**config.mk**
```make
export PLATFORM = sky130hd
export DESIGN_NAME = asyncTx
export DESIGN_NICKNAME = d
export VERILOG_FILES = /design/src/rtl/asyncTxPkg.sv /design/src/rtl/asyncTxCtrl.sv /design/src/rtl/asyncTxData.sv /design/src/rtl/asyncTx.sv
export SDC_FILE = /design/constraint.sdc
export NUM_CORES = 1
export LEC_CHECK = 0
export CAP_MARGIN = 20
export CORE_MARGIN = 1
export CORE_UTILIZATION = 40
export CTS_BUF_LIST = sky130_fd_sc_hd__clkbuf_4
export DETAILED_ROUTE_END_ITERATION = 8
export DONT_BUFFER_PORTS = 1
export PLACE_DENSITY = 0.58
export RECOVER_POWER = 50
export SLEW_MARGIN = 10
export SYNTH_ARGS = -nofsm -noshare
export SYNTH_HDL_FRONTEND = slang
export SYNTH_HIERARCHICAL = 1
export SYNTH_SLANG_ARGS = --single-unit
export TNS_END_PERCENT = 20
```
**constraint.sdc**
```tcl
create_clock -name clk -period 3.55 [get_ports clk]
set_input_delay 0.71 -clock clk [delete_from_list [all_inputs] [get_ports clk]]
set_output_delay 0.71 -clock clk [all_outputs]
set_load 0.01 [all_outputs]
```
**src/rtl/asyncTxPkg.sv**
```systemverilog
package asyncTxPkg;
  typedef enum logic [2:0] {ST_IDLE, ST_START, ST_DATA, ST_PARITY, ST_STOP} txState_e;
  typedef enum logic [1:0] {LN_MARK, LN_SPACE, LN_DATA, LN_PARITY} lineSel_e;
  typedef struct packed {
    logic     load;
    logic     shift;
    lineSel_e lineSel;
  } txStrobe_t;
endpackage

```
**src/rtl/asyncTxCtrl.sv**
```systemverilog
module asyncTxCtrl
  import asyncTxPkg::*;
#(
  parameter int DATA_W  = 8,
  parameter int DIV_MID = 16,
  parameter int DIV_HI  = 64
) (
  input  logic       clk,
  input  logic       rstN,
  input  logic       txClkEn,
  input  logic [1:0] baudSel,
  input  logic [1:0] charLen,
  input  logic [1:0] stopSel,
  input  logic       parityEn,
  input  logic       holdFull,
  output txStrobe_t  strobe,
  output logic       txIdle
);
  localparam int CNT_W   = $clog2(2 * DIV_HI) + 1;
  localparam int BIT_W   = $clog2(DATA_W);
  localparam int MIN_LEN = DATA_W - 3;

  txState_e         state;
  logic [CNT_W-1:0] tickCnt, bitTicks, stopTicks, limit;
  logic [BIT_W-1:0] bitCnt, lastIdx;
  logic             bitEnd;

  // ticks per bit and per stop period
  always_comb begin
    case (baudSel)
      2'd0:    bitTicks = CNT_W'(1);
      2'd1:    bitTicks = CNT_W'(DIV_MID);
      default: bitTicks = CNT_W'(DIV_HI);
    endcase
    case (stopSel)
      2'd0:    stopTicks = bitTicks;
      2'd1:    stopTicks = bitTicks + (bitTicks >> 1);
      default: stopTicks = bitTicks << 1;
    endcase
    limit = (state == ST_STOP) ? stopTicks : bitTicks;
  end

  assign lastIdx = BIT_W'(MIN_LEN - 1) + BIT_W'(charLen);
  assign bitEnd  = (state != ST_IDLE) && txClkEn && (tickCnt == limit - CNT_W'(1));

  always_ff @(posedge clk) begin
    if (!rstN) begin
      state   <= ST_IDLE;
      tickCnt <= '0;
      bitCnt  <= '0;
    end else if (state == ST_IDLE) begin
      tickCnt <= '0;
      if (holdFull) state <= ST_START;
    end else if (txClkEn) begin
      if (bitEnd) begin
        tickCnt <= '0;
        case (state)
          ST_START: begin
            state  <= ST_DATA;
            bitCnt <= '0;
          end
          ST_DATA: begin
            if (bitCnt == lastIdx) state <= parityEn ? ST_PARITY : ST_STOP;
            else bitCnt <= bitCnt + BIT_W'(1);
          end
          ST_PARITY: state <= ST_STOP;
          default:   state <= holdFull ? ST_START : ST_IDLE;
        endcase
      end else begin
        tickCnt <= tickCnt + CNT_W'(1);
      end
    end
  end

  always_comb begin
    strobe.load  = holdFull && ((state == ST_IDLE) || (state == ST_STOP && bitEnd));
    strobe.shift = (state == ST_DATA) && bitEnd;
    case (state)
      ST_START:  strobe.lineSel = LN_SPACE;
      ST_DATA:   strobe.lineSel = LN_DATA;
      ST_PARITY: strobe.lineSel = LN_PARITY;
      default:   strobe.lineSel = LN_MARK;
    endcase
  end

  assign txIdle = (state == ST_IDLE);
endmodule

```
**src/rtl/asyncTxData.sv**
```systemverilog
module asyncTxData
  import asyncTxPkg::*;
#(
  parameter int DATA_W = 8
) (
  input  logic              clk,
  input  logic              rstN,
  input  logic              wrValid,
  input  logic [DATA_W-1:0] wrData,
  input  logic              txEnable,
  input  logic              parityOdd,
  input  logic [1:0]        charLen,
  input  logic              sendBreak,
  input  txStrobe_t         strobe,
  output logic              holdFull,
  output logic              txd
);
  localparam int MIN_LEN = DATA_W - 3;

  logic [DATA_W-1:0] holdReg, shiftReg, lenMask, maskedHold;
  logic              parityBit, wrAccept;

  // keep only the configured number of data bits
  for (genvar i = 0; i < DATA_W; i++) begin : g_mask
    assign lenMask[i] = (i < MIN_LEN + int'(charLen));
  end

  assign maskedHold = holdReg & lenMask;
  assign wrAccept   = wrValid && txEnable && !holdFull;

  always_ff @(posedge clk) begin
    if (!rstN) begin
      holdReg   <= '0;
      holdFull  <= 1'b0;
      shiftReg  <= '0;
      parityBit <= 1'b0;
    end else begin
      if (strobe.load) begin
        shiftReg  <= maskedHold;
        parityBit <= (^maskedHold) ^ parityOdd;
        holdFull  <= 1'b0;
      end else if (strobe.shift) begin
        shiftReg <= shiftReg >> 1;
      end
      if (wrAccept) begin
        holdReg  <= wrData;
        holdFull <= 1'b1;
      end
    end
  end

  always_comb begin
    if (sendBreak) txd = 1'b0;
    else begin
      case (strobe.lineSel)
        LN_SPACE:  txd = 1'b0;
        LN_DATA:   txd = shiftReg[0];
        LN_PARITY: txd = parityBit;
        default:   txd = 1'b1;
      endcase
    end
  end
endmodule

```
**src/rtl/asyncTx.sv**
```systemverilog
module asyncTx
  import asyncTxPkg::*;
#(
  parameter int DATA_W  = 8,
  parameter int DIV_MID = 16,
  parameter int DIV_HI  = 64
) (
  input  logic              clk,
  input  logic              rstN,
  input  logic              txClkEn,
  input  logic [1:0]        baudSel,
  input  logic [1:0]        charLen,
  input  logic [1:0]        stopSel,
  input  logic              parityEn,
  input  logic              parityOdd,
  input  logic              txEnable,
  input  logic              sendBreak,
  input  logic              wrValid,
  input  logic [DATA_W-1:0] wrData,
  output logic              txd,
  output logic              txRdy,
  output logic              txEmpty
);
  txStrobe_t strobe;
  logic      holdFull, txIdle;

  asyncTxCtrl #(.DATA_W(DATA_W), .DIV_MID(DIV_MID), .DIV_HI(DIV_HI)) ctrl (
    .clk(clk), .rstN(rstN), .txClkEn(txClkEn), .baudSel(baudSel), .charLen(charLen),
    .stopSel(stopSel), .parityEn(parityEn), .holdFull(holdFull), .strobe(strobe),
    .txIdle(txIdle)
  );

  asyncTxData #(.DATA_W(DATA_W)) data (
    .clk(clk), .rstN(rstN), .wrValid(wrValid), .wrData(wrData), .txEnable(txEnable),
    .parityOdd(parityOdd), .charLen(charLen), .sendBreak(sendBreak), .strobe(strobe),
    .holdFull(holdFull), .txd(txd)
  );

  assign txRdy   = !holdFull && txEnable;
  assign txEmpty = !holdFull && txIdle;
endmodule

```
==> impl_metrics.json <==
{
  "multi_input_area_um2": 1150,
  "fill_cells": 431,
  "final_hold_viol_count": 0,
  "die_y_um": 70.0,
  "synthCells": 213,
  "cts_resized": 0,
  "die_x_um": 70.0,
  "drive_above_1_share": 0.0977,
  "die_area_um2": 4900,
  "synthesis.nets": 238,
  "post_cts_buffers": 0,
  "cts.sinks": 32,
  "grt_usage": 0.162,
  "htreeDepth": 2,
  "rows": 24,
  "fin_setup_tns_ns": 0,
  "outcome": "finished, final reports clean",
  "finalCritPeriodShare": 0.881,
  "firstDrtPassIters": 4,
  "ioPinCount": 25,
  "drt_iter0_markers": 85,
  "drv_slew": 0,
  "relSlewSlack": 0.577,
  "root_buffer": "clkbuf_4",
  "whs_path_depth": 2,
  "area_delta_synth_final_pct": 6.02,
  "async_reset_ff_frac": 0,
  "yosysSeqAreaShare": 0.346,
  "routed_wl_um": 3560,
  "arrival_ns": 3.36,
  "cap_viol_max_count": 0,
  "seqCellArea_um2": 641,
  "setup_violations": 0,
  "power_leakage_nw": 0.709,
  "detail_route.drc_violations": 0,
  "path_class": "reg2reg",
  "ys_ff_latch": 32,
  "cts_max_path_buffers": 2,
  "diodes": 0,
  "cts_made_buffers": 5,
  "yosysWarnings": 6,
  "finalInstanceArea_um2": 1960,
  "hold_buffers": 0,
  "vias": 1430,
  "wl_per_cell_um": 13.3,
  "max_freq_mhz": 320,
  "grt_setup_unrepaired": "false",
  "hold_slack_ns": 0.483,
  "power_density_nw_per_um2": 334,
  "fin_nets": 239,
  "crit_required_ns": 3.78,
  "grt_pass1_wl_um": 6180,
  "tightest_slew_ns": 0.634,
  "start_util": 0.422,
  "hp-class": "reg2reg",
  "path_clk_slew_ns": 0.10,
  "synth_edf_count": 0,
  "cts_tree": "done",
  "grt_pass1_vias": 1329,
  "grt_antenna_before_repair": 0,
  "timing.final.crit_period_ns": 3.13,
  "synth_ff_type": "dfxtp_1",
  "place_hpwl_um": 2600,
  "worstSkewPairLatency_ns": 0.32,
  "grt_max_degree": 30,
  "rr_worst_depth": 12,
  "vias_per_cell": 5.36,
  "port_buffers": 0,
  "overflow": 0,
  "coreArea_um2": 4380,
  "endpoint_kind": "register",
  "skew_ns": 0.00678,
  "worstPathMaxFanout": 8,
  "ir_worst_vdd_mv": 0.215,
  "place.gp.congestion": 0.787,
  "ant_nets": 0,
  "netlist_area_um2": 1850,
  "syn_area_per_cell_um2": 8.68,
  "placed_cell_area_um2": 1910,
  "critPathLaunchType": "register",
  "synth.distinct_cells": 48
}
report_power, final:
part	total, mW	internal, mW	switching, mW
combinational	0.0778	0.0413	0.0366
sequential	0.377	0.368	0.00859
clock	0.200	0.0759	0.124
total	0.655	0.485	0.169
routing by layer:
metal,GRT usage,up-vias,share of wire
met5,0,-,0
met4,0.0533,0,0.0073
met3,0.0620,2,0.040
met2,0.231,28,0.41
met1,0.223,644,0.54
li1,-,756,-
flip-flops by register name, indices dropped and copies added (netlist names):
name,cells
ctrl/tickCnt,8
data/holdReg,8
data/shiftReg,8
ctrl/bitCnt,3
ctrl/state,3
data/holdFull,1
data/parityBit,1
path summary, 6_finish.rpt:
check	start	to	slack [ns]
worst min register to register	ctrl/bitCnt[1]$_SDFFE_PN0P_	ctrl/bitCnt[1]$_SDFFE_PN0P_	0.48
worst max register to register	ctrl/state[1]$_SDFFE_PN0P_	data/shiftReg[5]$_SDFFE_PN0P_	0.42
worst max-delay path	ctrl/state[1]$_SDFFE_PN0P_	data/shiftReg[5]$_SDFFE_PN0P_	0.42
worst min-delay path	ctrl/bitCnt[1]$_SDFFE_PN0P_	ctrl/bitCnt[1]$_SDFFE_PN0P_	0.48
worst max-delay path, stage by stage, from the launching register on:
cell,delay [ns]
dfxtp_1,0.38
or3b_1,0.41
nor3b_2,0.22
nand2_1,0.08
ha_1,0.21
xnor2_1,0.16
a32o_1,0.23
o32ai_1,0.27
nand4_2,0.17
nor4_2,0.15
buf_4,0.22
mux2_2,0.34
o211a_1,0.20
cells in the mapped netlist, types with 5 or more instances:
library cell / n / area share
nor2b_1: 16 / 0.054
xor2_1: 6 / 0.028
a21oi_1: 6 / 0.016
nand3_1: 8 / 0.022
mux2i_1: 15 / 0.081
xnor2_1: 10 / 0.047
nand2_1: 15 / 0.030
dfxtp_1: 32 / 0.35
nand2b_1: 5 / 0.017
o21ai_0: 11 / 0.030
clkbuf_1: 6 / 0.012
and2_1: 7 / 0.024
nor2_1: 20 / 0.041
per-stage QoR:
stage	cells	util	total power [mW]	setup slack, ns
after CTS	267	0.448	0.666	0.417
final	267	0.447	0.655	0.423
after detailed placement	259	0.435	0.463	0.429
after global routing	267	0.447	0.697	0.236
after global placement	259	0.435	0.463	0.492
after floorplan	213	-	0.452	0.316
cell type report:
class / count / share of cell area
Timing Repair Buffer: 5 / 0.0172
Clock inverter: 3 / 0.00957
Tap cell: 52 / 0.0332
Inverter: 3 / 0.00574
Clock buffer: 5 / 0.0191
Multi-Input combinational cell: 167 / 0.588
Sequential cell: 32 / 0.327
cell usage in the layout, fill, tap and decap left out, types with 4 or more instances in the layout:
master	synthesis	layout
dfxtp_1	32	32
nor2_1	20	20
nor2b_1	16	16
nand2_1	15	15
mux2i_1	15	15
o21ai_0	11	11
xnor2_1	10	10
nand3_1	8	8
and2_1	7	7
xor2_1	6	6
a21oi_1	6	6
clkbuf_4	1	5
nand2b_1	5	5
nand4_1	4	4
o21ai_1	4	4
buf_4	0	4
cells by family after synthesis:
family	Yosys count	share of synthesized area
simple gates	90	0.269
flops	32	0.346
buf+inv	14	0.0331
compound gates	40	0.148
mux	16	0.0873
xor+xnor	18	0.0968
fa+ha+maj	3	0.0203
No activity file was read; power rests on OpenSTA's default activity.
